### src/rtl/serial_word_loader.sv
module serial_word_loader #(
  parameter int WORD_W      = 16,
  parameter int SYNC_STAGES = 2
) (
  input  logic              clk,
  input  logic              rst_n,
  input  logic              sclk_in,
  input  logic              sdi_in,
  input  logic              latch_in,
  output logic              sdo_out,
  output logic [WORD_W-1:0] word_out,
  output logic              load_strobe
);

  localparam int TOP = SYNC_STAGES - 1;

  logic [SYNC_STAGES-1:0] sclk_s, sdi_s, latch_s;
  logic                   sclk_d, latch_d;
  logic [WORD_W-1:0]      shreg;

  always_ff @(posedge clk) begin
    if (!rst_n) begin
      sclk_s  <= '0;
      sdi_s   <= '0;
      latch_s <= '0;
      sclk_d  <= 1'b0;
      latch_d <= 1'b0;
    end else begin
      sclk_s  <= {sclk_s[SYNC_STAGES-2:0], sclk_in};
      sdi_s   <= {sdi_s[SYNC_STAGES-2:0], sdi_in};
      latch_s <= {latch_s[SYNC_STAGES-2:0], latch_in};
      sclk_d  <= sclk_s[TOP];
      latch_d <= latch_s[TOP];
    end
  end

  wire sclk_rise  = sclk_s[TOP] & ~sclk_d;
  wire sclk_fall  = ~sclk_s[TOP] & sclk_d;
  wire latch_rise = latch_s[TOP] & ~latch_d;

  always_ff @(posedge clk) begin
    if (!rst_n)         shreg <= '0;
    else if (sclk_rise) shreg <= {shreg[WORD_W-2:0], sdi_s[TOP]};
  end

  always_ff @(posedge clk) begin
    if (!rst_n)         sdo_out <= 1'b0;
    else if (sclk_fall) sdo_out <= shreg[WORD_W-1];
  end

  always_ff @(posedge clk) begin
    if (!rst_n) begin
      word_out    <= '0;
      load_strobe <= 1'b0;
    end else begin
      load_strobe <= latch_rise;
      if (latch_rise) word_out <= shreg;
    end
  end

  a_r3_word_only_on_strobe: assert property (@(posedge clk) disable iff (!rst_n)
    !$stable(word_out) |-> load_strobe);

  a_r4_strobe_one_cycle: assert property (@(posedge clk) disable iff (!rst_n)
    load_strobe |=> !load_strobe);

  a_r4_strobe_from_latch: assert property (@(posedge clk) disable iff (!rst_n)
    load_strobe |-> $past(latch_rise));

  a_r5_sdo_on_fall: assert property (@(posedge clk) disable iff (!rst_n)
    !$stable(sdo_out) |-> $past(sclk_fall));

  a_r2_shift_on_rise: assert property (@(posedge clk) disable iff (!rst_n)
    !$stable(shreg) |-> $past(sclk_rise));

  a_r7_commit_pre_shift: assert property (@(posedge clk) disable iff (!rst_n)
    (latch_rise && sclk_rise) |=> (word_out == $past(shreg)));

endmodule

### config.mk
export PLATFORM = sky130hd
export DESIGN_NAME = serial_word_loader
export DESIGN_NICKNAME = d
export VERILOG_FILES = /design/src/rtl/serial_word_loader.sv
export SDC_FILE = /design/constraint.sdc
export NUM_CORES = 1
export LEC_CHECK = 0
export ABC_AREA = 1
export BUFFER_PORTS_ARGS = -buffer_cell sky130_fd_sc_hd__buf_2
export CAP_MARGIN = 20
export CORE_MARGIN = 2
export CORE_UTILIZATION = 63
export CTS_BUF_LIST = sky130_fd_sc_hd__clkbuf_4 sky130_fd_sc_hd__clkbuf_8
export CTS_CLUSTER_SIZE = 24
export DETAILED_ROUTE_END_ITERATION = 8
export HOLD_SLACK_MARGIN = 0.05
export PLACE_DENSITY_LB_ADDON = 0.25
export SLEW_MARGIN = 20
export SYNTH_ARGS = -nofsm -noshare
export SYNTH_HDL_FRONTEND = slang
export SYNTH_SLANG_ARGS = --single-unit
### constraint.sdc
create_clock -name clk -period 2.1 [get_ports clk]
set_input_delay 0.21 -clock clk [delete_from_list [all_inputs] [get_ports clk]]
set_output_delay 0.21 -clock clk [all_outputs]
set_load 0.02 [all_outputs]
==> impl_metrics.tcl <==
set metrics [dict create \
    worstSkewPairLatency_ns 0.35 \
    reg2reg_slack_ns 0.94 \
    die_y_um 55.0 \
    place_inst 268 \
    r2r-end "word_out[2]$_SDFFE_PN0P_" \
    grt_pass1_wl_um 4280 \
    clockRootBuffer "clkbuf_4" \
    ff2ff_path_depth 5 \
    fin_setup_tns_ns 0 \
    cts.reportedPaths.clkPinSlew_ns 0.12 \
    drt_iter0_markers 31 \
    slowest_stage "dfxtp_1" \
    synth_area_mm2 0.00164 \
    routed-via-count 1343 \
    crit_fanout 16 \
    cts_buffers 5 \
    worstSetupStartpoint "latch_s[1]$_SDFF_PN0_" \
    status "finished clean" \
    grt_pass1_vias 1003 \
    drive_gt1_share_pct 14.9 \
    yosys.cell_types.count 12 \
    multi_input_area_um2 594 \
    crit_top_cell "nor2_1" \
    synth-seq-cells 42 \
    start_util_pct 66.3 \
    dieArea_mm2 0.00303 \
    synth_common_cells "nor2_1, dfxtp_1, nand2_1" \
    post_cts_buffers 0 \
    synth_edf_count 0 \
    avgSynthCellArea_um2 7.23 \
    setup_violations 0 \
    yosysSeqAreaShare_pct 51.2 \
    slew_headroom_pct 56.4 \
    htreeDepth 2 \
    pre_cts_ws_ns 0.951 \
    clockBufferDepth 2 \
    yosysWarnings 0 \
    endpoint "word_out[2]$_SDFFE_PN0P_" \
    netlist_instances 227 \
    power.leakage_nw 0.876 \
    finClkSkew_ns 0.00690 \
    drc 0 \
    tightest_slew_ns 0.654 \
    routabilityCongestion 0.815 \
    r2r_start "latch_s[1]$_SDFF_PN0_" \
    clkSinkCount 42 \
    pin_count 23 \
    worstPathRequired_ns 2.40 \
    fin_util_pct 72.7 \
    routedWlPerCell_um 9.90 \
    syn_to_final_growth_pct 9.68 \
    slew_violations 0 \
    portBuffers 22 \
    slowest_delay_ns 0.37 \
    hold_path.startpoint "rst_n" \
    die_w_um 55.0 \
    vdd_drop_max_mv 0.857 \
    synth_ff_type "dfxtp_1" \
    critPathCaptureType "flip-flop" \
    totalPowerFinal_mw 1.44 \
    num_rows 18 \
    grtUsageTotal_pct 20.4 \
    nNetsFinal 253 \
    worst_slack_ns 0.943 \
    routed_wl_um 2760 \
    post_cts_resized 0 \
    fin_crit_sh_pct 55.1 \
    viasPerCell 4.81 \
    ff_latch_area_um2 841 \
    criticalPathCategory "reg2reg" \
    hold_path_class "in2reg" \
    ys_top_cells_by_area "dfxtp_1, nor2_1, nand3_1" \
    synth_top_area_cell "dfxtp_1" \
    hpwlAfterDp_um 1840 \
    finalCriticalPeriod_ns 1.16 \
    stdcell_count 279 \
    syn_nets 232 \
    drtAntennaViolNets 0 \
    rsz0062_at_grt "false" \
    yosys.area.top_type_share_pct 51.2 \
    synthArstFlopShare_pct 0 \
    finalHoldViolations 0 \
    fillers 234 \
    dr.pass1.iters 4 \
    postCtsHoldBufs 3 \
    arrival_ns 1.45 \
    cts_tree "built" \
    synthMostInstantiatedCell "nor2_1" \
    coreArea_mm2 0.00248 \
    critPathLaunchType "flip-flop" \
    cp_cell_sequence "buf_4, inv_2, nor2_4, nor2_1, nor2_1" \
    n_antenna_cell 0 \
    drv_cap 0 \
    power_density_mw_per_mm2 798 \
    overflow 0 \
    antenna_found_initial 0 \
    fmax_mhz 864 \
    grt_max_degree 42 \
]
## flip-flops by register name (all words and copies together) (netlist names)
register and flops:
shreg 16, word_out 16, latch_s 2, sclk_s 2, sdi_s 2, latch_d 1
load_strobe 1, sclk_d 1, sdo_out 1
## cell usage in the layout (no fill, tap or decap), drive strengths merged
master,instances
buf,24
inv,29
clkbuf,7
clkinv,1
nand2,41
nor2,68
dlygate4sd3,3
a21oi,1
dfxtp,42
nand3,33
## cell type report
type	count	area share (%)
well taps	30	2.08
repair buffers	27	8.62
clock buffers	7	3.27
multi-input cells	143	33.0
flip-flops and latches	42	46.7
clock inverters	1	0.278
inverters	29	6.05
## how the worst min path moves through the flow
stage / cells after the start / slack (ns) / end
floorplan: 2 / 0.31 / latch_s[0]$_SDFF_PN0_
finish: 3 / 0.37 / sclk_s[0]$_SDFF_PN0_
detailed placement: 3 / 0.40 / sclk_s[0]$_SDFF_PN0_
global placement: 3 / 0.39 / latch_s[0]$_SDFF_PN0_
global route: 3 / 0.38 / sclk_s[1]$_SDFF_PN0_
CTS: 3 / 0.35 / sdi_s[0]$_SDFF_PN0_
## power breakdown
| group | leakage [nW] | internal (mW) | switching (mW) |
|---|---|---|---|
| clock network | 0.0387 | 0.175 | 0.250 |
| registers | 0.344 | 0.834 | 0.0168 |
| logic | 0.494 | 0.0595 | 0.101 |
## kinds of logic (layout without fill, tap and decap cells)
kind of cell | after synthesis | after routing | share of synthesized area [%]
and+or+nand+nor | 142 | 142 | 35.9
DFF | 42 | 42 | 51.2
buffers and inverters | 42 | 64 | 12.6
AOI/OAI and AO/OA | 1 | 1 | 0.305
## metrics by stage
stage | area (um^2) | hold WS, ns
3_3_place_gp | 1710 | 0.391
6_report | 1800 | 0.367
5_1_grt | 1800 | 0.384
3_5_place_dp | 1710 | 0.398
4_1_cts | 1800 | 0.354
2_1_floorplan | 1640 | 0.308
## critical path, delay by kind of cell (launching register included)
family | cells | cell delay, ns
buf+inv | 2 | 0.28
flops | 1 | 0.37
simple gates | 3 | 0.46
## layer usage
| layer | vias to the layer above | GRT usage (%) | routed length (um) |
|---|---|---|---|
| li1 | 718 | - | - |
| met1 | 588 | 26.9 | 1340 |
| met2 | 30 | 29.0 | 1230 |
| met3 | 7 | 8.06 | 137 |
| met4 | 0 | 10.2 | 52 |
| met5 | - | 0 | 0 |
No activity file was read; power rests on OpenSTA's default activity.
